File: src/rtl/pst_pkg.sv
package pst_pkg;
    localparam int NLVL    = 4;
    localparam int NSRC    = NLVL + 2;
    localparam int SRC_W   = 3;
    localparam int EDGE_W  = 2;
    localparam int CFG_W   = SRC_W + EDGE_W;
    localparam int SRC_TMR = NLVL;
    localparam int SRC_EXT = NLVL + 1;

    typedef enum logic [EDGE_W-1:0] {
        EDGE_NONE = 2'b00,
        EDGE_RISE = 2'b01,
        EDGE_FALL = 2'b10,
        EDGE_BOTH = 2'b11
    } edge_mode_e;

    typedef struct packed {
        logic [EDGE_W-1:0] edge_sel;
        logic [SRC_W-1:0]  src;
    } chan_cfg_t;
endpackage

File: src/rtl/pst_regs.sv
module pst_regs
    import pst_pkg::*;
#(
    parameter int NCH    = 4,
    parameter int ADDR_W = 4,
    parameter int DATA_W = 8
) (
    input  logic                     clk,
    input  logic                     rst_n,
    input  logic                     wr_en,
    input  logic [ADDR_W-1:0]        wr_addr,
    input  logic [DATA_W-1:0]        wr_data,
    input  logic [ADDR_W-1:0]        rd_addr,
    output logic [DATA_W-1:0]        rd_data,
    output logic [NLVL-1:0]          lvl_o,
    output logic [NCH-1:0]           en_o,
    output logic [NCH-1:0]           swt_o,
    output chan_cfg_t [NCH-1:0]      cfg_o
);
    localparam logic [ADDR_W-1:0] A_LVL = ADDR_W'(0);
    localparam logic [ADDR_W-1:0] A_EN  = ADDR_W'(1);
    localparam logic [ADDR_W-1:0] A_SWT = ADDR_W'(2);
    localparam int                A_CFG0 = 4;

    typedef struct packed {
        logic [NLVL-1:0]     lvl;
        logic [NCH-1:0]      en;
        logic [NCH-1:0]      swt;
        chan_cfg_t [NCH-1:0] cfg;
    } regs_t;

    regs_t regs_d, regs_q;

    logic unused_wdata;
    assign unused_wdata = ^wr_data;

    always_comb begin
        regs_d     = regs_q;
        regs_d.swt = '0;
        if (wr_en) begin
            if (wr_addr == A_LVL) regs_d.lvl = wr_data[NLVL-1:0];
            if (wr_addr == A_EN)  regs_d.en  = wr_data[NCH-1:0];
            if (wr_addr == A_SWT) regs_d.swt = wr_data[NCH-1:0];
            for (int c = 0; c < NCH; c++) begin
                if (wr_addr == ADDR_W'(A_CFG0 + c)) begin
                    regs_d.cfg[c] = wr_data[CFG_W-1:0];
                end
            end
        end
    end

    always_ff @(posedge clk) begin
        if (!rst_n) regs_q <= '0;
        else        regs_q <= regs_d;
    end

    always_comb begin
        rd_data = '0;
        if (rd_addr == A_LVL) rd_data[NLVL-1:0] = regs_q.lvl;
        if (rd_addr == A_EN)  rd_data[NCH-1:0]  = regs_q.en;
        for (int c = 0; c < NCH; c++) begin
            if (rd_addr == ADDR_W'(A_CFG0 + c)) rd_data[CFG_W-1:0] = regs_q.cfg[c];
        end
    end

    assign lvl_o = regs_q.lvl;
    assign en_o  = regs_q.en;
    assign swt_o = regs_q.swt;
    assign cfg_o = regs_q.cfg;

    AST_SWT_ONE_CYCLE: assert property (@(posedge clk) disable iff (!rst_n)
        (regs_q.swt != '0) && !(wr_en && wr_addr == A_SWT) |=> (regs_q.swt == '0));
    AST_SWT_READ_ZERO: assert property (@(posedge clk) disable iff (!rst_n)
        (rd_addr == A_SWT) |-> (rd_data == '0));
endmodule

File: src/rtl/pst_src_edge.sv
module pst_src_edge
    import pst_pkg::*;
#(
    parameter int SYNC_N = 2
) (
    input  logic            clk,
    input  logic            rst_n,
    input  logic [NLVL-1:0] lvl_i,
    input  logic            tmr_i,
    input  logic            ext_i,
    output logic [NSRC-1:0] rise_o,
    output logic [NSRC-1:0] fall_o
);
    typedef struct packed {
        logic [SYNC_N-1:0] ext_sh;
        logic              tmr_s;
        logic [NSRC-1:0]   prev;
    } src_t;

    src_t src_d, src_q;
    logic [NSRC-1:0] cur;

    always_comb begin
        cur              = '0;
        cur[NLVL-1:0]    = lvl_i;
        cur[SRC_TMR]     = src_q.tmr_s;
        cur[SRC_EXT]     = src_q.ext_sh[SYNC_N-1];
    end

    generate
        if (SYNC_N > 1) begin : g_sync_chain
            always_comb begin
                src_d        = src_q;
                src_d.ext_sh = {src_q.ext_sh[SYNC_N-2:0], ext_i};
                src_d.tmr_s  = tmr_i;
                src_d.prev   = cur;
            end
        end else begin : g_sync_single
            always_comb begin
                src_d        = src_q;
                src_d.ext_sh = ext_i;
                src_d.tmr_s  = tmr_i;
                src_d.prev   = cur;
            end
        end
    endgenerate

    always_ff @(posedge clk) begin
        if (!rst_n) src_q <= '0;
        else        src_q <= src_d;
    end

    assign rise_o = cur & ~src_q.prev;
    assign fall_o = ~cur & src_q.prev;

    AST_EDGE_ONE_CYCLE: assert property (@(posedge clk) disable iff (!rst_n)
        (rise_o != '0) |=> ((rise_o & $past(rise_o)) == '0));
endmodule

File: src/rtl/pst_chan.sv
module pst_chan
    import pst_pkg::*;
(
    input  logic            clk,
    input  logic            rst_n,
    input  chan_cfg_t       cfg_i,
    input  logic            en_i,
    input  logic            swt_i,
    input  logic [NSRC-1:0] rise_i,
    input  logic [NSRC-1:0] fall_i,
    output logic            start_o
);
    logic start_d, start_q;
    logic r_hit, f_hit;

    always_comb begin
        r_hit = 1'b0;
        f_hit = 1'b0;
        for (int k = 0; k < NSRC; k++) begin
            if (cfg_i.src == SRC_W'(k)) begin
                r_hit = rise_i[k];
                f_hit = fall_i[k];
            end
        end
        start_d = en_i & (swt_i
                        | (cfg_i.edge_sel[0] & r_hit)
                        | (cfg_i.edge_sel[1] & f_hit));
    end

    always_ff @(posedge clk) begin
        if (!rst_n) start_q <= 1'b0;
        else        start_q <= start_d;
    end

    assign start_o = start_q;

    AST_START_NEEDS_EN: assert property (@(posedge clk) disable iff (!rst_n)
        start_o |-> $past(en_i));
    AST_START_HAS_CAUSE: assert property (@(posedge clk) disable iff (!rst_n)
        start_o |-> $past(swt_i || ((rise_i | fall_i) != '0)));
endmodule

File: src/rtl/pst_trig_sel.sv
module pst_trig_sel
    import pst_pkg::*;
#(
    parameter int NCH    = 4,
    parameter int ADDR_W = 4,
    parameter int DATA_W = 8,
    parameter int SYNC_N = 2
) (
    input  logic              clk,
    input  logic              rst_n,
    input  logic              wr_en,
    input  logic [ADDR_W-1:0] wr_addr,
    input  logic [DATA_W-1:0] wr_data,
    input  logic [ADDR_W-1:0] rd_addr,
    output logic [DATA_W-1:0] rd_data,
    input  logic              tmr_in,
    input  logic              ext_in,
    output logic [NCH-1:0]    start_o
);
    logic [NLVL-1:0]     lvl;
    logic [NCH-1:0]      en;
    logic [NCH-1:0]      swt;
    chan_cfg_t [NCH-1:0] cfg;
    logic [NSRC-1:0]     rise;
    logic [NSRC-1:0]     fall;

    pst_regs #(.NCH(NCH), .ADDR_W(ADDR_W), .DATA_W(DATA_W)) regs_i (
        .clk(clk), .rst_n(rst_n),
        .wr_en(wr_en), .wr_addr(wr_addr), .wr_data(wr_data),
        .rd_addr(rd_addr), .rd_data(rd_data),
        .lvl_o(lvl), .en_o(en), .swt_o(swt), .cfg_o(cfg)
    );

    pst_src_edge #(.SYNC_N(SYNC_N)) edge_i (
        .clk(clk), .rst_n(rst_n),
        .lvl_i(lvl), .tmr_i(tmr_in), .ext_i(ext_in),
        .rise_o(rise), .fall_o(fall)
    );

    for (genvar c = 0; c < NCH; c++) begin : g_chan
        pst_chan chan_i (
            .clk(clk), .rst_n(rst_n),
            .cfg_i(cfg[c]), .en_i(en[c]), .swt_i(swt[c]),
            .rise_i(rise), .fall_i(fall),
            .start_o(start_o[c])
        );
    end
endmodule

File: config.mk
export PLATFORM = sky130hd
export DESIGN_NAME = pst_trig_sel
export DESIGN_NICKNAME = d
export VERILOG_FILES = /design/src/rtl/pst_pkg.sv /design/src/rtl/pst_regs.sv /design/src/rtl/pst_src_edge.sv /design/src/rtl/pst_chan.sv /design/src/rtl/pst_trig_sel.sv
export SDC_FILE = /design/constraint.sdc
export NUM_CORES = 1
export LEC_CHECK = 0
export ABC_CLOCK_PERIOD_IN_PS = 1350
export BUFFER_PORTS_ARGS = -buffer_cell sky130_fd_sc_hd__buf_2
export CAP_MARGIN = 0
export CORE_MARGIN = 4
export CORE_UTILIZATION = 52
export CTS_CLUSTER_SIZE = 40
export DETAILED_ROUTE_END_ITERATION = 8
export PLACE_DENSITY_LB_ADDON = 0.25
export SKIP_CTS_REPAIR_TIMING = 1
export SYNTH_ARGS = -nofsm -noshare
export SYNTH_HDL_FRONTEND = slang
export SYNTH_HIERARCHICAL = 1
export SYNTH_SLANG_ARGS = --single-unit
File: constraint.sdc
create_clock -name clk -period 1.35 [get_ports clk]
set_input_delay 0.0675 -clock clk [delete_from_list [all_inputs] [get_ports clk]]
set_output_delay 0.0675 -clock clk [all_outputs]
set_load 0.005 [all_outputs]
# Word-level counts from Yosys, hierarchy flattened
# Index checks and enable logic that the tools add are counted.
[word_totals]
register_bits = 45
elab_cells = 140
[op_classes]
n_eq_ne = 31
reduce_logical = 13
bitwise_logic = 24
muxes = 54
[op_table]
columns = ["operator", "n"]
rows = [
  ["$mux 1", 48],
  ["$eq 4x3->1 const B", 8],
  ["$eq 3x2->1 const B", 8],
  ["$eq 3x3->1 const B", 8],
  ["$mux 5", 4],
  ["$and 1x1->1", 12],
  ["$and 6x6->6", 2],
  ["$eq 3x1->1 const B", 4],
  ["$logic_not 3->1", 4],
  ["$not 6->6", 2],
  ["$reduce_and 2->1", 6],
  ["$eq 4x1->1 const B", 2],
  ["$logic_not 4->1", 2],
  ["$mux 4", 2],
  ["$or 1x1->1", 8],
  ["$eq 4x2->1 const B", 1],
  ["$reduce_and 3->1", 1],
]

# Longest topological paths before layout
# Gate-level depths: netlist of run 1.
[logic_depth]
ltp_word = 12
ltp_mapped = 5
ltp_nobuf = 5

# By module
# The synthesis of run 1 kept the hierarchy.
[by_module_without_submodules]
columns = ["module", "area_each_um2", "seq_area_each_um2", "cells_per_inst", "instances"]
rows = [
  ["pst_regs", 1620.3, 640.6, 178, 1],
  ["pst_chan", 153.9, 20.0, 18, 4],
  ["pst_src_edge", 311.5, 180.2, 30, 1],
]

# Worst setup path after synthesis of run 1
# OpenSTA, ideal clock, no wires.
[synth_timing]
kind = "flip-flop to flip-flop"
startpoint = "reg regs_i.regs_q[10], in the netlist regs_i/cfg_o[10]"
endpoint = "reg g_chan[2].chan_i.start_q"
required_ns = 1.231
synth_period_minus_slack_ns = 1.348
path_slack_ns = 0.002
path_buffers = 1
path_stages_with_launch = 6
arrival_ns = 1.229
cell_sequence = "dfxtp_1 > buf_6 > mux4_2 > nor2b_1 > o21ai_1 > a21oi_1"
[synth_between]
elab_chain_cells = 11
[synth_rtl]
columns = ["element", "line", "rtl"]
rows = [
  ["start: declaration", "pst_regs.sv:32", "regs_t regs_d, regs_q;"],
  ["start signal: assignment", "pst_regs.sv:54", "else regs_q <= regs_d;"],
  ["$logic_not 3->1", "pst_chan.sv:20", "if (cfg_i.src == SRC_W'(k)) begin"],
  ["$mux 1 (6 in a row)", "pst_chan.sv:20", ""],
  ["$and 1x1->1", "pst_chan.sv:26", "| (cfg_i.edge_sel[0] & r_hit)"],
  ["$or 1x1->1", "pst_chan.sv:26", ""],
  ["$or 1x1->1 (*)", "pst_chan.sv:27", "| (cfg_i.edge_sel[1] & f_hit));"],
  ["$and 1x1->1 (*)", "pst_chan.sv:25", "start_d = en_i & (swt_i"],
  ["end signal: assignment", "pst_chan.sv:32", "else start_q <= start_d;"],
  ["end: declaration", "pst_chan.sv:13", "logic start_d, start_q;"],
]
# Mark *: on every way between the ends. The rest lies on a longest branch, timed or not.
# A chain may end at the register's enable or synchronous reset.

# Final worst setup path of run 1
[layout_timing]
startpoint = "reg regs_i.regs_q[29], in the netlist regs_i/lvl_o[1]"
endpoint = "out rd_data[1]"
[layout_between]
elab_chain_cells = 6
[layout_rtl]
columns = ["element", "line", "rtl"]
rows = [
  ["$mux 4", "pst_regs.sv:59", "if (rd_addr == A_LVL) rd_data[NLVL-1:0] = regs_q.lvl;"],
  ["$mux 4", "pst_regs.sv:60", "if (rd_addr == A_EN) rd_data[NCH-1:0] = regs_q.en;"],
  ["$mux 5 (4 in a row)", "pst_regs.sv:62", "if (rd_addr == ADDR_W'(A_CFG0 + c)) rd_data[CFG_W-1:0] = regs_q.cfg[c];"],
  ["end: declaration", "pst_trig_sel.sv:15", "output logic [DATA_W-1:0] rd_data,"],
]
# Every way passes these cells.

==> results.md, run 1 <==
- Run status: finished with violations
- Violated checks: setup timing
- Max VDD drop: roughly 0.47 mV
- Min-delay worst type: in -> reg
- Final core utilization: between 60% and 70%
- Final Cycle Share: 110%
- Startpoint class of the critical path: register
- Hold Path End: regs_i/cfg_o[14]$_SDFFE_PN0P_
- I/O Buffers: 26
- Clock skew: 0.00514 ns
- Final worst slack: -0.140 ns
- Top Ports: 33
- MaxCap Viol Count: 0
- Hold depth: 3
- DRT Wirelength: a little under 7 mm
- Unrepaired setup endpoints after global routing: true
- Layout cell share with drive strength beyond 1: ~29%
- Worst slew margin: 65.5%
- Reg2Reg Capture Point: g_chan[0].chan_i/start_o$_SDFF_PN0_
- Top_reg_cell synth: dfxtp_1
- GPL Wtd Cong: approximately 0.9
- Remaining global-route overflow: 0
- Pwr Density: ~850 nW/um^2
- Total iterations of the first detailed-routing run: 5
- Fin nets: around 350
- R2R Setup Slk: -0.11 ns
- Initial antenna violation count: 0
- Fmax: 0.671 GHz
- Most instantiated library cell after synthesis: dfxtp_1
- Root buf cell: clkbuf_8
- Mapped Avg Cell Area: a little over 9 sq um
- Async S/R FF share, synth: 0%
- Worst skew pair latency: about 0.30 ns
- GRT Resource Usage Total: roughly 22%
- Final Setup Violations: 9
- Synth warn: 6
- WP data arrival: 1.42 ns
- Antenna Nets Post-Route: 0
- Post-route cell area: just over 3000 sq um
- Final Hold Violating Endpoints: 0
- Placed cell areas: 2780 sq um
- Area leader, netlist: dfxtp_1
- Largest cells by area after synthesis: dfxtp_1, a21boi_1, mux2i_1, nand3_1, mux4_2
- Worst EP required: 1.28 ns
- Vias: roughly 2300
- First-pass GRT wire length: 10.6 mm
- Share of the synthesized area in the top cell type: between 30% and 40%
- Sequential area share after synthesis: 35.4%
- Area delta synth->final: 18.8%
- Diodes inserted: 0
- Post-DP HPWL: 4.88 mm
- Placed cells: 375
- Vias per inst: between 5 and 6
- Max-slew violation count: 0
- Clock sink total: 45
- Worst Reg-to-Reg Cells: 5
- Total clock buffers created by CTS: 5
- Static Leak: around 1.1 nW
- Critical path class: reg -> out
- Crit Path Max Fanout: 4
- CTS tree: built
- Setup crit end kind: output pin
- Setup TNS: -0.880 ns
- Clock-pin slew on the worst setup and hold paths: 0.08 ns
- Die Width: between 70 and 80 um
- Area of the die: 6080 sq um
- Core ar.: 4720 sq um
- Hold_sp: wr_data[4]
- Clk buf depth: 2
- Mapped Cells: 280
- Die Y: 78.0 um
- # H-tree levels: 2
- Non-Filler Instances: just under 400
- Seq cells post-synth: between 40 and 50
- Tmin final: between 1 and 1.5 ns
- Initial Util: 53.9%
- DRT iter0 DRCs: around 130
- Vias in the first global route: slightly above 2000
- Power, Total: roughly 2.6 mW
- Post-synthesis cell area: around 2500 sq um
- Wire per inst: 17.5 um
- Largest net degree at the start of global routing: 21
- FF-to-FF Start: regs_i/lvl_o[0]$_SDFFE_PN0P_
- Post-synth EDFFs: 0
- Worst-Margin Slew: approximately 0.5 ns
- Synth top cells by count: dfxtp_1, a21boi_1, nand3_1
- Yosys cell types: 41
- FP Rows: 25
- DRC: 0
## registers in the layout (all words and copies together) (netlist names)
name / count
regs_i/en_o: 4
regs_i/swt_o: 4
edge_i/src_q: 6
regs_i/lvl_o: 4
regs_i/cfg_o: 20
edge_i/src_d: 1
g_chan.chan_i/start_o: 4
edge_i/cur: 2
## per-stage QoR
| stage | hold slack [ns] | setup WS [ns] |
|---|---|---|
| after floorplan | 0.189 | 0.00223 |
| after global placement | 0.278 | -0.00760 |
| after detailed placement | 0.286 | -0.0362 |
| after CTS | -0.0309 | -0.209 |
| after global routing | 0.0560 | -0.205 |
| final | 0.0607 | -0.140 |
## final cells by class
class | instances | area (sq um)
clock buffers | 7 | 96.3
clock inverters | 1 | 5.00
fillers | 404 | 1700
inverters | 4 | 15.0
multi-input cells | 211 | 1530
flip-flops and latches | 45 | 913
well taps | 67 | 83.8
repair buffers | 57 | 385
## critical path, cell delays in order, from the launching register on
cell	delay, ns
dfxtp_2	0.33
buf_6	0.11
mux2_4	0.27
a22oi_2	0.16
a32oi_1	0.09
buf_2	0.15
## cell families after synthesis
family / Yosys count / share of synthesized area (%)
DFF: 45 / 35.4
AOI/OAI and AO/OA: 90 / 22.6
muxes: 29 / 14.6
buffers and inverters: 26 / 6.63
other: 1 / 0.147
and+or+nand+nor: 89 / 20.6
## where the power goes
group / internal [mW] / switching [mW]
Clock: 0.463 / 0.458
Sequential: 1.34 / 0.0146
Combinational: 0.118 / 0.165
## per-layer routing
| metal | part of all wire (%) | up-vias | track usage (%) |
|---|---|---|---|
| li1 | - | 1102 | - |
| met1 | 44 | 1081 | 31.1 |
| met2 | 47 | 96 | 34.6 |
| met3 | 7.1 | 12 | 4.06 |
| met4 | 1.9 | 0 | 6.82 |
| met5 | 0 | - | 0 |
## worst max-delay path by stage
stage	endpoint	from	depth (start not counted)	slack [ns]
floorplan	g_chan[2].chan_i/start_o$_SDFF_PN0_	regs_i/cfg_o[10]$_SDFFE_PN0P_	5	0.002
global placement	g_chan[3].chan_i/start_o$_SDFF_PN0_	regs_i/lvl_o[3]$_SDFFE_PN0P_	5	-0.008
detailed placement	g_chan[3].chan_i/start_o$_SDFF_PN0_	regs_i/lvl_o[3]$_SDFFE_PN0P_	5	-0.04
CTS	rd_data[1]	regs_i/lvl_o[1]$_SDFFE_PN0P_	5	-0.21
global route	rd_data[1]	regs_i/lvl_o[1]$_SDFFE_PN0P_	5	-0.20
finish	rd_data[1]	regs_i/lvl_o[1]$_SDFFE_PN0P_	5	-0.14
## placed cells by master, fill, tap and decap left out, types with 2 or more instances in the layout
master         netlist  layout
a21boi_1            28      29
buf_4                4      26
o22ai_1              4       4
clkbuf_8             0       7
nand3_1             23      23
mux4_2               5       6
nor2b_1             18      14
buf_6                6       4
a21oi_1              8       8
conb_1               1       3
a22oi_2              0       3
nand2b_1             5       5
nor2_1               4       4
a32oi_1              3       3
buf_2                7      25
dlygate4sd3_1        0       2
nand4_1              5       5
and2_1              14      13
nor2b_2              0       3
a21boi_0             4       3
mux2_4               0       3
dfxtp_1             45      35
o21ai_1             22      22
mux2i_1             20      20
a21o_1               3       3
inv_1                4       4
nand2_1              9       8
o21ai_0             10      10
dfxtp_2              0      10
o21bai_1             4       4
Power figures use the tool's default switching activity.
==> run 2, diff against run 1 <==
--- a/config.mk
+++ b/config.mk
@@ -8,8 +8,10 @@
 export ABC_CLOCK_PERIOD_IN_PS = 1350
 export BUFFER_PORTS_ARGS = -buffer_cell sky130_fd_sc_hd__buf_2
 export CAP_MARGIN = 0
+export CELL_PAD_IN_SITES_DETAIL_PLACEMENT = 0
+export CELL_PAD_IN_SITES_GLOBAL_PLACEMENT = 1
 export CORE_MARGIN = 4
-export CORE_UTILIZATION = 52
+export CORE_UTILIZATION = 40
 export CTS_CLUSTER_SIZE = 40
 export DETAILED_ROUTE_END_ITERATION = 8
 export PLACE_DENSITY_LB_ADDON = 0.25
==> results.md, run 2 (synthesis results as in run 1) <==
- Startpoint class of the critical path: register
- I/O Buffers: 26
- Largest net degree at the start of global routing: 21
- Wire per inst: ~18 um
- Remaining global-route overflow: 0
- Die Width: around 88 um
- Core ar.: between 6000 and 7000 sq um
- Crit-path slowest cell: dfxtp_2
- Hold depth: 3
- # H-tree levels: 2
- Worst skew pair latency: around 0.30 ns
- Total clock buffers created by CTS: 5
- Critical path class: reg -> out
- Worst slew margin: a little under two thirds
- Diodes inserted: 0
- Setup TNS: -0.889 ns
- Die Y: 87.8 um
- Initial antenna violation count: 0
- Comb pwr share: 11.3%
- Worst EP required: around 1.3 ns
- FP Rows: 28
- Clock-pin slew on the worst setup and hold paths: roughly 0.090 ns
- MaxCap Viol Count: 0
- Pint: roughly 1.9 mW
- Vias per inst: 5.51
- Total iterations of the first detailed-routing run: 4
- Place WS: -0.0251 ns
- Static Leak: 1.14 nW
- Vias in the first global route: about 2200
- Non-Filler Instances: 402
- Run status: finished with violations
- Setup crit end kind: output pin
- Violated checks: setup timing
- DRT Wirelength: roughly 7.2 mm
- Unrepaired setup endpoints after global routing: true
- Final Cycle Share: 112%
- Fin nets: between 300 and 400
- CP peak stage delay: ~0.33 ns
- DRT iter0 DRCs: between 100 and 150
- Root buf cell: clkbuf_8
- Tmin final: about 1.5 ns
- Placed cells: 389
- Min-delay worst type: in -> reg
- Switching share of power: a little over a quarter
- Area delta synth->final: 21.1%
- WP data arrival: 1.45 ns
- Commonest cells after routing, fill and taps aside: dfxtp_1, buf_4, a21boi_1
- Final Setup Violations: 9
- Max-slew violation count: 0
- Clock sink total: between 40 and 50
- GPL Wtd Cong: just over 0.8
- Clk buf depth: 2
- Initial Util: around 42%
- Vias: ~2200
- Clock skew: around 0.011 ns
- Worst Reg-to-Reg Cells: 5
- Final worst slack: -0.165 ns
- Clock share of power: a little over a third
- Area of the die: just under 8000 sq um
- DRC: 0
- Max VDD drop: between 0.4 and 0.5 mV
- Final core utilization: slightly above 50%
- Seq pwr share: a little over half
- First-pass GRT wire length: 11.6 mm
- Top Ports: 33
- Pwr Density: 837 nW/um^2
- Max reg flops: 20
- CTS tree: built
- GRT Resource Usage Total: 19.7%
- Antenna Nets Post-Route: 0
- Fmax: roughly 0.66 GHz
- # fillers: 607
- Most common cell after layout, fill and taps aside: dfxtp_1
- Minimum hold slack: approximately 0.053 ns
- Psw: about 690 uW
- Final Hold Violating Endpoints: 0
- Crit Path Max Fanout: 4
- Layout cell share with drive strength beyond 1: ~30%
- Post-DP HPWL: 5.43 mm
- Cell Chain, Critical Path: buf_6, mux2_4, a22oi_2, a32oi_2, buf_2
- Worst-Margin Slew: 0.545 ns
[run 2: changes by cell type in the layout (fill, tap and decap cells not counted), sizes merged]
cell      previous run  this run
buf                 55        57
clkbuf               7         6
clkinv               1         0
clkinvlp             0         1
inv                  4         5
[run 2: path summary, 6_finish.rpt]
path                                    endpoint  slack [ns]                         start
max                                   rd_data[1]       -0.17  regs_i/lvl_o[1]$_SDFFE_PN0P_
min                 regs_i/cfg_o[9]$_SDFFE_PN0P_        0.05                    wr_data[4]
max reg2reg  g_chan[2].chan_i/start_o$_SDFF_PN0_       -0.07  regs_i/lvl_o[1]$_SDFFE_PN0P_
min reg2reg             edge_i/cur[5]$_SDFF_PN0_        0.44    edge_i/src_d[8]$_SDFF_PN0_
[run 2: critical path, delay by kind of cell, from the launching register on]
kind | cells | cell delay (ns)
buffers and inverters | 2 | 0.26
DFF | 1 | 0.33
muxes | 1 | 0.27
AOI/OAI and AO/OA | 2 | 0.27
[run 2: per-stage QoR]
stage / area (sq um) / total power, mW
2_1_floorplan: 2550 / 1.56
3_3_place_gp: 2840 / 1.66
3_5_place_dp: 2840 / 1.66
4_1_cts: 2930 / 2.59
5_1_grt: 3080 / 2.69
6_report: 3080 / 2.58
[run 2: routing by layer]
metal | track usage, % | wire [um] | up-vias
li1 | - | - | 1106
met1 | 27.9 | 3340 | 1046
met2 | 30.6 | 3310 | 54
met3 | 3.10 | 423 | 11
met4 | 6.00 | 123 | 0
met5 | 0 | 0 | -
[run 2: layout make-up]
cell class	count	area, sq um	share of cell area [%]
flip-flops and latches	45	913	29.6
well taps	75	93.8	3.04
clock inverters	2	16.3	0.527
repair buffers	59	394	12.8
clock buffers	6	82.6	2.68
inverters	4	15.0	0.487
multi-input cells	211	1570	50.9
[run 2: power groups by stage]
stage	combinational [mW]	sequential, mW	clock, mW
floorplan	0.170	1.39	0
global placement	0.273	1.39	0
detailed placement	0.273	1.39	0
CTS	0.273	1.36	0.957
global route	0.316	1.36	1.01
finish	0.290	1.36	0.930
==> run 3, diff against run 2 <==
--- a/config.mk
+++ b/config.mk
@@ -5,13 +5,14 @@
 export SDC_FILE = /design/constraint.sdc
 export NUM_CORES = 1
 export LEC_CHECK = 0
+export ABC_AREA = 1
 export ABC_CLOCK_PERIOD_IN_PS = 1350
 export BUFFER_PORTS_ARGS = -buffer_cell sky130_fd_sc_hd__buf_2
 export CAP_MARGIN = 0
 export CELL_PAD_IN_SITES_DETAIL_PLACEMENT = 0
 export CELL_PAD_IN_SITES_GLOBAL_PLACEMENT = 1
 export CORE_MARGIN = 4
-export CORE_UTILIZATION = 40
+export CORE_UTILIZATION = 36
 export CTS_CLUSTER_SIZE = 40
 export DETAILED_ROUTE_END_ITERATION = 8
 export PLACE_DENSITY_LB_ADDON = 0.25
==> results.md, run 3 <==
- Setup crit start: regs_i/cfg_o[10]$_SDFFE_PN0P_
- Vias: approximately 2700
- Vias per inst: about 4.8
- Clock skew: ~0.0035 ns
- Commonest cells after routing, fill and taps aside: nand2_1, inv_1, nor2_1
- Worst slew margin: 66.8%
- Max-slew violation count: 0
- Synth Area in Compound Gates: ~16%
- Place WS: between 0.03 and 0.04 ns
- Sequential area share after synthesis: around a third
- DRC: 0
- R2R Setup Slk: about 0.060 ns
- Crit Path Max Fanout: 8
- Startpoint class of the critical path: register
- Antenna Nets Post-Route: 0
- Mapped Cells: 405
- Static Leak: 1.55 nW
- Initial Util: between 30% and 40%
- Layout cell share with drive strength beyond 1: 27.9%
- Seq cells post-synth: between 40 and 50
- Initial antenna violation count: 0
- Diodes inserted: 0
- Worst Reg-to-Reg Cells: 9
- Final Cycle Share: 99.9%
- Run status: finished, final reports clean
- CP peak stage delay: 0.38 ns
- Final worst slack: 0.00174 ns
- Die Y: between 90 and 100 um
- Post-synth EDFFs: 0
- Clock sink total: between 40 and 50
- Max VDD drop: slightly above 0.5 mV
- Yosys cell types: 26
- Area leader, netlist: dfxtp_1
- Pint: around 2.1 mW
- Total clock buffers created by CTS: 5
- Crit-path slowest cell: dfxtp_4
- Root buf cell: clkbuf_8
- DRT iter0 DRCs: approximately 200
- # H-tree levels: 2
- Synth top cells by count: nand2_1, inv_1, nor2_1
- Largest cells by area after synthesis: dfxtp_1, nand2_1, inv_1, nor2_1, nand3_1
- Placed cell areas: between 2000 and 3000 sq um
- Worst Setup EP: rd_data[0]
- Setup TNS: 0 ns
- Post-Synth Simple-Gate Area: 38.0%
- Register area: 940 sq um
- Mapped Avg Cell Area: between 6 and 7 sq um
- Worst EP required: roughly 1.3 ns
- Clk buf depth: 2
- Largest family of logic cells by synthesized area: simple AND/OR/NAND/NOR gates
- Critical path class: reg -> out
- Wire per inst: 13.5 um
- Max reg flops: 20
- Die Width: between 90 and 100 um
- Core ar.: around 6900 sq um
- GRT Resource Usage Total: approximately 17%
- Cell Chain, Critical Path: or2_4, a21oi_4, nor2_1, buf_2
- Clock share of power: 38.4%
- Seq pwr share: 49.5%
- Area of the die: about 8600 sq um
- Tmin final: ~1.3 ns
- CTS tree: built
- DRT Wirelength: ~7.5 mm
- Fmax: between 0.7 and 0.8 GHz
- WP data arrival: 1.28 ns
- Pwr Density: between 800 and 900 nW/um^2
- Post-route cell area: 3280 sq um
- I/O Buffers: 26
- First-pass GRT wire length: roughly 12 mm
- Synth warn: 6
- Worst-Margin Slew: 0.497 ns
- Area delta synth->final: 27.4%
- Vias in the first global route: between 2000 and 2500
- MaxCap Viol Count: 0
- Post-DP HPWL: between 5 and 6 mm
- Post-synthesis cell area: 2580 sq um
- Setup crit end kind: output pin
- Final Setup Violations: 0
- Share of the synthesized area in the top cell type: around a third
- Top Ports: 33
- Worst skew pair latency: between 0.2 and 0.3 ns
- FP Rows: 30
- Remaining global-route overflow: 0
- Reg2Reg Capture Point: g_chan[2].chan_i/start_o$_SDFF_PN0_
- Clock-pin slew on the worst setup and hold paths: around 0.09 ns
- Most instantiated library cell after synthesis: nand2_1
- GPL Wtd Cong: roughly 0.87
- Fin nets: slightly below 500
- Final Hold Violating Endpoints: 0
- Top_reg_cell synth: dfxtp_1
- FF-to-FF Start: regs_i/cfg_o[12]$_SDFFE_PN0P_
- Async S/R FF share, synth: 0%
- Multi-input gate area: about 1500 sq um
- Switching share of power: about a quarter
- XOR/XNOR Fraction of Synth Area: 0%
- Most common cell after layout, fill and taps aside: nand2_1
- Mux contribution to synthesized area: 0%
- # fillers: between 700 and 800
- Psw: approximately 700 uW
- Comb pwr share: between 10% and 20%
- Unrepaired setup endpoints after global routing: true
- Post-Synth Adder-Cell Area: 0%
- Minimum hold slack: 0.0222 ns
- Largest net degree at the start of global routing: 26
- Min-delay worst type: in -> reg
- Total iterations of the first detailed-routing run: 4
[run 3: cell types whose count changed in the layout (fill, tap and decap cells not counted), moves of 7 or more]
cell      before  now
a21oi_2        0    7
nor2_1         4   50
a21boi_1      28    0
mux2i_1       20    0
nand2_1        8   81
nor2_2         1   12
and2_1        14    0
o21a_1         0    8
dfxtp_1       35   24
a21oi_1        8   24
nor2b_1       12    0
inv_1          4   58
nand3_1       23   38
[run 3: kinds of logic (layout without fill, tap and decap cells)]
group / count (synthesis) / after routing
AND/OR/NAND/NOR: 217 / 217
AO/OA/AOI/OAI: 72 / 72
other: 1 / 3
buffers and inverters: 70 / 126
flip-flops: 45 / 45
[run 3: worst min-delay path by stage]
stage,startpoint,endpoint,cells after the start
floorplan,tmr_in,edge_i/cur[4]$_SDFF_PN0_,2
global placement,tmr_in,edge_i/cur[4]$_SDFF_PN0_,3
global route,wr_data[4],regs_i/cfg_o[19]$_SDFFE_PN0P_,3
CTS,tmr_in,edge_i/cur[4]$_SDFF_PN0_,3
finish,wr_data[4],regs_i/cfg_o[19]$_SDFFE_PN0P_,3
detailed placement,tmr_in,edge_i/cur[4]$_SDFF_PN0_,3
[run 3: metrics by stage]
| step | power [mW] | utilization [%] | cells |
|---|---|---|---|
| 6_report | 2.78 | 47.8 | 559 |
| 5_1_grt | 2.90 | 47.8 | 559 |
| 4_1_cts | 2.77 | 44.5 | 549 |
| 3_5_place_dp | 1.71 | 42.7 | 541 |
| 3_3_place_gp | 1.71 | 42.7 | 541 |
| 2_1_floorplan | 1.59 | - | 407 |
[run 3: worst max-delay path, delay by kind of cell (launching register included)]
family / cells / cell delay (ns)
flops: 1 / 0.38
simple gates: 2 / 0.32
buf+inv: 1 / 0.12
compound gates: 1 / 0.16
[run 3: final cells by class]
| type | instances | share of cell area [%] |
|---|---|---|
| clock buffers | 6 | 2.52 |
| repair buffers | 57 | 11.8 |
| multi-input cells | 292 | 45.3 |
| inverters | 61 | 6.97 |
| flip-flops and latches | 45 | 28.6 |
| clock inverters | 2 | 1.14 |
| well taps | 96 | 3.66 |
[run 3: power by group through the flow]
stage	logic, mW	clock network, mW	registers [mW]
2_1_floorplan	0.182	0	1.40
3_3_place_gp	0.299	0	1.41
6_report	0.336	1.07	1.38
4_1_cts	0.303	1.09	1.38
5_1_grt	0.374	1.15	1.38
3_5_place_dp	0.301	0	1.41
[run 3: per-layer routing]
metal	track usage [%]	wire, um	up-vias
met3	2.52	307	8
met4	4.15	102	0
met1	23.6	3480	1178
met2	28.7	3650	55
li1	-	-	1420
met5	0	0	-
